--- config.mk ---
export PLATFORM = sky130hd
export DESIGN_NAME = sector_guard
export DESIGN_NICKNAME = d
export VERILOG_FILES = /design/src/rtl/sg_pkg.sv /design/src/rtl/sg_ctrl.sv /design/src/rtl/sg_bits.sv /design/src/rtl/sector_guard.sv
export SDC_FILE = /design/constraint.sdc
export NUM_CORES = 1
export LEC_CHECK = 0
export BUFFER_PORTS_ARGS = -buffer_cell sky130_fd_sc_hd__buf_2
export CORE_UTILIZATION = 25
export DETAILED_ROUTE_END_ITERATION = 10
export SYNTH_ARGS = -nofsm -noshare
export SYNTH_HDL_FRONTEND = slang
export SYNTH_HIERARCHICAL = 1
export SYNTH_SLANG_ARGS = --single-unit
--- constraint.sdc ---
create_clock -name clk -period 1.86 [get_ports clk]
set_input_delay 0.279 -clock clk [delete_from_list [all_inputs] [get_ports clk]]
set_output_delay 0.279 -clock clk [all_outputs]
set_load 0.005 [all_outputs]
--- src/rtl/sg_pkg.sv ---
package sg_pkg;
  localparam int LOCK_BIT = 7;
  localparam int GLB_HI = 5;
  localparam int GLB_LO = 2;

  typedef struct packed {
    logic setOne;
    logic clrOne;
    logic setAll;
    logic clrAll;
    logic lockWr;
    logic lockVal;
  } sgAct_t;
endpackage

--- src/rtl/sg_ctrl.sv ---
module sg_ctrl (
  input  logic              clk,
  input  logic              rstN,
  input  logic              protStb,
  input  logic              unprotStb,
  input  logic              statusWrStb,
  input  logic              wrEn,
  input  logic              wpActive,
  input  logic              locked,
  input  logic [7:0]        statusData,
  output sg_pkg::sgAct_t    act,
  output logic              wenClear
);
  import sg_pkg::*;

  localparam int GLB_W = GLB_HI - GLB_LO + 1;

  logic [GLB_W-1:0] glb;
  logic anyStb;

  assign glb = statusData[GLB_HI:GLB_LO];
  assign anyStb = protStb | unprotStb | statusWrStb;

  always_comb begin
    act = '0;
    if (wrEn) begin
      if (statusWrStb) begin
        if (locked) begin
          if (!wpActive) begin
            act.lockWr = 1'b1;
            act.lockVal = statusData[LOCK_BIT];
          end
        end else begin
          act.lockWr = 1'b1;
          act.lockVal = statusData[LOCK_BIT];
          if (glb == {GLB_W{1'b1}}) act.setAll = 1'b1;
          else if (glb == '0) act.clrAll = 1'b1;
        end
      end else if (protStb) begin
        act.setOne = !locked;
      end else if (unprotStb) begin
        act.clrOne = !locked;
      end
    end
  end

  always_ff @(posedge clk or negedge rstN) begin
    if (!rstN) wenClear <= 1'b0;
    else wenClear <= wrEn & anyStb;
  end


  wen_src_chk: assert property (@(posedge clk) disable iff (!rstN)
    wenClear |-> $past(wrEn && (protStb || unprotStb || statusWrStb)));


  no_wen_quiet_chk: assert property (@(posedge clk) disable iff (!rstN)
    !wrEn |=> !wenClear);
endmodule

--- src/rtl/sg_bits.sv ---
module sg_bits #(
  parameter int SECTORS = 64,
  parameter int ADDR_W = 24,
  parameter int SECT_SHIFT = 16
) (
  input  logic              clk,
  input  logic              rstN,
  input  sg_pkg::sgAct_t    act,
  input  logic [ADDR_W-1:0] cmdAddr,
  input  logic [ADDR_W-1:0] checkAddr,
  output logic              allow,
  output logic              locked,
  output logic [1:0]        swpStatus
);
  localparam int SECT_W = $clog2(SECTORS);

  logic [SECTORS-1:0] protBits;
  logic [SECT_W-1:0] cmdSect;
  logic [SECT_W-1:0] chkSect;

  assign cmdSect = cmdAddr[SECT_SHIFT +: SECT_W];
  assign chkSect = checkAddr[SECT_SHIFT +: SECT_W];

  for (genvar s = 0; s < SECTORS; s++) begin : g_sect
    logic hit;
    assign hit = (cmdSect == SECT_W'(s));
    always_ff @(posedge clk or negedge rstN) begin
      if (!rstN) protBits[s] <= 1'b1;
      else if (act.setAll) protBits[s] <= 1'b1;
      else if (act.clrAll) protBits[s] <= 1'b0;
      else if (act.setOne && hit) protBits[s] <= 1'b1;
      else if (act.clrOne && hit) protBits[s] <= 1'b0;
    end
  end

  always_ff @(posedge clk or negedge rstN) begin
    if (!rstN) locked <= 1'b0;
    else if (act.lockWr) locked <= act.lockVal;
  end

  always_comb begin
    if (&protBits) swpStatus = 2'b11;
    else if (|protBits) swpStatus = 2'b01;
    else swpStatus = 2'b00;
  end

  assign allow = ~protBits[chkSect];


  frozen_chk: assert property (@(posedge clk) disable iff (!rstN)
    locked |=> $stable(protBits));


  all_deny_chk: assert property (@(posedge clk) disable iff (!rstN)
    (swpStatus == 2'b11) |-> !allow);


  none_allow_chk: assert property (@(posedge clk) disable iff (!rstN)
    (swpStatus == 2'b00) |-> allow);
endmodule

--- src/rtl/sector_guard.sv ---
module sector_guard #(
  parameter int SECTORS = 64,
  parameter int ADDR_W = 24,
  parameter int SECT_SHIFT = 16
) (
  input  logic              clk,
  input  logic              rstN,
  input  logic              protStb,
  input  logic              unprotStb,
  input  logic              statusWrStb,
  input  logic              wrEn,
  input  logic              wpActive,
  input  logic [ADDR_W-1:0] cmdAddr,
  input  logic [7:0]        statusData,
  input  logic [ADDR_W-1:0] checkAddr,
  output logic              allow,
  output logic              locked,
  output logic [1:0]        swpStatus,
  output logic              wenClear
);
  sg_pkg::sgAct_t act;

  sg_ctrl i_ctrl (
    .clk(clk), .rstN(rstN), .protStb(protStb), .unprotStb(unprotStb),
    .statusWrStb(statusWrStb), .wrEn(wrEn), .wpActive(wpActive),
    .locked(locked), .statusData(statusData), .act(act), .wenClear(wenClear)
  );

  sg_bits #(.SECTORS(SECTORS), .ADDR_W(ADDR_W), .SECT_SHIFT(SECT_SHIFT)) i_bits (
    .clk(clk), .rstN(rstN), .act(act), .cmdAddr(cmdAddr), .checkAddr(checkAddr),
    .allow(allow), .locked(locked), .swpStatus(swpStatus)
  );


  lock_hold_chk: assert property (@(posedge clk) disable iff (!rstN)
    (locked && wpActive) |=> locked);
endmodule

* Word-level counts from Yosys, hierarchy flattened *
Cells that the tools add are included.

word-level totals
  output and inout port bits = 5
  register bits after elaboration = 66

cells by class
  order comparisons = 1
  equality and inequality tests = 64
  mux-type cells = 272
  bitwise gates (word level) = 4
  reductions and logical operators = 197

operators by type and width
  kind                  number
  $mux W1               264
  $reduce_bool A4 Y1    64
  $eq A6 B6 Y1 const B  32
  $logic_and A1 B1 Y1   128
  $eq A6 B5 Y1 const B  16
  $reduce_and A64 Y1    1
  $reduce_or A64 Y1     1
  $eq A6 B4 Y1 const B  8
  $eq A6 B3 Y1 const B  4
  $eq A6 B2 Y1 const B  2
  $mux W2               5
  $lt A6 B7 Y1 const B  1
  $bmux W1 S6           1
  $eq A6 B1 Y1 const B  1
  $logic_not A6 Y1      1
  $mux W6               1
  $eq A4 B4 Y1 const B  1
  $logic_not A4 Y1      1
  $mux W4               1
  $or A1 B1 Y1          2
  $and A1 B1 Y1         1
  $logic_not A1 Y1      1
  $not A1 Y1            1

* Longest topological paths before layout *
  word-level depth = 11
  gate-level depth with buffers = 8
  gate-level depth less buffers = 7

* Cells and area by module *
Netlist, hierarchy kept.

by module, submodules not included
  module   area each (um^2)  seq. area each (um^2)  cells each  times used
  sg_bits  4192.8            1706.6                 475         1
  sg_ctrl  110.1             25.0                   14          1

* Worst setup path before layout *
Ideal clock, no wire load.

  kind = reg-to-reg
  start point = register i_bits.locked
  end point = register i_bits.protBits[12]
  stages on the path, launching flop included = 9
  period minus slack after synthesis = 1788 ps
  arrival = 1710 ps
  path slack = 72 ps
  required time = 1782 ps
  setup time = 78 ps
  path buffers = 1
  cells stage by stage = dfrtp_1 > nor2b_2 > and3b_1 > nor2_1 > nor3_1 > clkbuf_1 > nand2_1 > nand3b_1 > nand2_1

RTL lines
  what                           RTL line       text
  start, declared                sg_bits.sv:12  output logic locked,
  start signal, assigned         sg_bits.sv:38  else if (act.lockWr) locked <= act.lockVal;
  end signal, assigned by index  sg_bits.sv:28  if (!rstN) protBits[s] <= 1'b1;
  end signal, assigned by index  sg_bits.sv:29  else if (act.setAll) protBits[s] <= 1'b1;
  end signal, assigned by index  sg_bits.sv:30  else if (act.clrAll) protBits[s] <= 1'b0;
  end, declared                  sg_bits.sv:17  logic [SECTORS-1:0] protBits;

* Final worst setup path *
  start point = register i_bits.protBits[14]
  end point = output port swpStatus[0]

on the way
  word-level cells in the longest chain between the ends = 3

ends and longest elaborated chain
  what               RTL line            text
  $reduce_or A64 Y1  sg_bits.sv:43       else if (|protBits) swpStatus = 2'b01;
  $mux W1            sg_bits.sv:43
  $mux W2 *          sg_bits.sv:42       if (&protBits) swpStatus = 2'b11;
  end, declared      sector_guard.sv:18  output logic [1:0] swpStatus,

Mark *: on every way between the ends. The rest lies on a longest branch, timed or not.

==> summary.txt <==
Outcome
  • Status: complete, but fails checks
  • Failing checks: setup timing

Worst setup path
  • Critical path's largest stage delay: 0.58 ns
  • Critical path arrival: 1.92 ns
  • Worst path bufs/invs: 1
  • WS Path Type: flip-flop to output pin
  • Crit path max fanout: 2
  • Cell family with most CP delay: simple AND/OR/NAND/NOR gates
  • Worst Setup End Kind: output pin
  • Startpoint types: flip-flop
  • Crit-path cells: nor4_4, nand4_1, or4_4, buf_2
  • WP data required: 1.58 ns
  • CP max-delay cell: or4_4

Power
  • P_int: 3.96 mW
  • Net Sw Power: 1.76 mW
  • Switching Fraction: 0.308
  • Comb pwr share: 0.233
  • P_leak: 2.19 nW
  • Peak VDD IR: 0.476 mV
  • Pwr/cell area: 1040 nW/um^2
  • Overall Power: 5.73 mW
  • Reg power frac: 0.452
  • Clk pwr share: 0.314

Clock network
  • CTS tree: yes
  • CTS H-tree depth: 3
  • Clock Path Buffers: 2
  • TritonCTS buffer count: 9
  • Clock latency on the worst-skew pair: 0.34 ns
  • CTS root buffer: clkbuf_16
  • TritonCTS Sinks: 66
  • Clk pin slew, worst setup/hold paths: 0.05 ns

Floorplanning
  • FP Rows: 47
  • I/O pin total: 68
  • Die Area: 17700 sq um
  • DIE HEIGHT: 133 um
  • Chip width: 133 um
  • Core Box Area: 16700 sq um
  • Initial core utilization: 0.258

STA
  • Worst Clk Skew: 0.00447 ns
  • Max Fclk: 0.456 GHz
  • Worst slew margin: 0.524
  • Tightest Pin Transition: 0.710 ns
  • Fin crit share: 1.18
  • Min cycle time layout: 2.19 ns
  • Final worst slack: -0.334 ns
  • Max Slew Vio Count: 0
  • Setup TNS: -0.918 ns
  • RSZ-0062 raised after global routing: yes
  • Endpoints failing setup: 3
  • Fin. Hold Viols: 0

Synthesis
  • Syn_nets: 552
  • Synth area leader: dfstp_2
  • #FFs+latches synth: 66
  • Number of enable flip-flop cells after synthesis: 0
  • Commonest cells post-synth: nand2_1 (127), a21oi_1 (66), dfstp_2 (64), nand3b_1 (60), clkbuf_1 (23)
  • Most frequent cell after synthesis: nand2_1
  • Gate count after technology mapping: 489
  • Yosys top cell area share: 0.391
  • Yosys warns: 6
  • Synth top area cells: dfstp_2 (39%), nand2_1 (11%), nand3b_1 (10%), a21oi_1 (7.7%), mux2i_1 (4.0%)
  • Most used DFF post-synth: dfstp_2
  • Ys async rst share: 1.00
  • Synthesized cell area: 4300 sq um
  • Sequential area share after synthesis: 0.402
  • Library cells used by synthesis: 42
  • Syn_area_per_cell: 8.80 sq um

Final layout
  • Non-Filler Instances: 782
  • Layout area overhead: 28.1%
  • # diodes: 0
  • Layout cell share with drive strength beyond 1: 0.361
  • Final nets: 621

Worst hold path
  • Hold Crit Class: input pin to flip-flop

Placed design
  • Detailed Place HPWL: 9540 um
  • RD Place Congestion: 0.906
  • Dpl cells: 765
  • Port Buf Inserts: 28

Routing
  • Detailed Routing Iterations Pass 1: 6
  • DR iter-0 viols: 456
  • Vias/cell: 5.42
  • Wirelength, routed: 14300 um
  • Final ANT Viol Nets: 0
  • Residual DRC count: 0
  • Vias: 4235
  • WL per Instance: 18.2 um

GRT
  • Initial antenna violation count: 0
  • Vias in the first global route: 4069
  • GRT overflow: 0
  • First-pass GRT wire length: 22200 um
  • Largest net degree at the start of global routing: 67
  • Total track usage: 0.162

Run
  • Max_cap viols: 0
## metal layers
| metal | global-route usage | up-vias | wire length (um) |
|---|---|---|---|
| li1 | - | 1910 | - |
| met3 | 0.0388 | 27 | 1130 |
| met1 | 0.211 | 2085 | 5920 |
| met5 | 0 | - | 0 |
| met4 | 0.0587 | 0 | 328 |
| met2 | 0.262 | 213 | 6900 |
## worst register-to-register path: cells and delay by family (launching register included)
| family | cells | cell delay, ns |
|---|---|---|
| flops | 1 | 0.42 |
| buf+inv | 1 | 0.27 |
| simple gates | 4 | 0.61 |
| compound gates | 2 | 0.37 |
## area by class of cell
cell class	count	area (sq um)
clock buffer	9	225
clock inverter	6	82.6
fill	1739	11200
inverter	2	7.51
multi-input combinational	393	2540
sequential	66	1730
tap	220	275
timing repair buffer	86	652
## per-stage QoR
step	setup WS [ns]	utilization	hold WS [ns]	instance area, sq um
final	-0.334	0.330	0.197	5510
after CTS	-0.341	0.327	0.197	5470
after floorplan	0.0718	-	-0.0166	4300
after global routing	-0.376	0.330	0.198	5510
after detailed placement	-0.135	0.304	0.334	5080
after global placement	-0.145	0.304	0.330	5080
## power by group through the flow
stage                     sequential, mW  combinational (mW)  clock [mW]
after floorplan                     2.38               0.734           0
after global placement              2.48                1.22           0
after detailed placement            2.50                1.26           0
after CTS                           2.53                1.31        1.83
after global routing                2.63                1.46        1.89
final                               2.59                1.34        1.80
## state kept, by name, indices dropped and copies added (netlist names)
signal,cells
i_bits/locked,1
i_bits/protBits,64
i_ctrl/wenClear,1
## placed cells by master, fill, tap and decap left out, types with 5 or more instances in the layout
| cell | netlist | routed |
|---|---|---|
| buf_12 | 0 | 5 |
| nor2_2 | 5 | 5 |
| nand4_1 | 21 | 21 |
| buf_4 | 1 | 49 |
| nand2b_1 | 12 | 12 |
| nand2_1 | 127 | 127 |
| buf_2 | 1 | 28 |
| a21oi_1 | 66 | 66 |
| a211o_1 | 5 | 5 |
| nor2_1 | 11 | 11 |
| nor3_2 | 7 | 7 |
| nor4_1 | 21 | 9 |
| mux4_2 | 3 | 5 |
| clkbuf_16 | 0 | 9 |
| dfstp_2 | 64 | 64 |
| mux2i_1 | 17 | 17 |
| nand3b_1 | 60 | 60 |
| nor4_2 | 1 | 10 |
## path summary, 6_finish.rpt
| check | depth (start not counted) | from | slack, ns | endpoint |
|---|---|---|---|---|
| worst max-delay path | 4 | i_bits/protBits[14]$_DFFE_PN1P_ | -0.33 | swpStatus[0] |
| worst min-delay path | 2 | unprotStb | 0.20 | i_ctrl/wenClear$_DFF_PN0_ |
| worst max register to register | 7 | i_bits/locked$_DFFE_PN0P_ | 0.12 | i_bits/protBits[11]$_DFFE_PN1P_ |
| worst min register to register | 2 | i_bits/protBits[62]$_DFFE_PN1P_ | 0.51 | i_bits/protBits[62]$_DFFE_PN1P_ |
| max in group asynchronous | 3 | rstN | 1.03 | i_bits/protBits[9]$_DFFE_PN1P_ |
| min in group asynchronous | 3 | rstN | 0.52 | i_ctrl/wenClear$_DFF_PN0_ |
## cell families (layout without fill, tap and decap cells)
family | Yosys count | in the layout | synth area share
flops | 66 | 66 | 0.402
mux | 28 | 28 | 0.0971
compound gates | 83 | 83 | 0.110
simple gates | 282 | 282 | 0.360
buf+inv | 30 | 103 | 0.0311
## timing repair
action / 4_1_cts / 5_1_grt
gates resized for setup: 14 / 8
endpoints found under the hold margin: 2 / 0
hold buffers: 1 / 0
buffers inserted: 1 / 0
endpoints found under the setup margin: 3 / 4
cloned: 0 / 0
pin swaps: 5 / 2
Note: power is estimated with default switching activity, not from simulation.
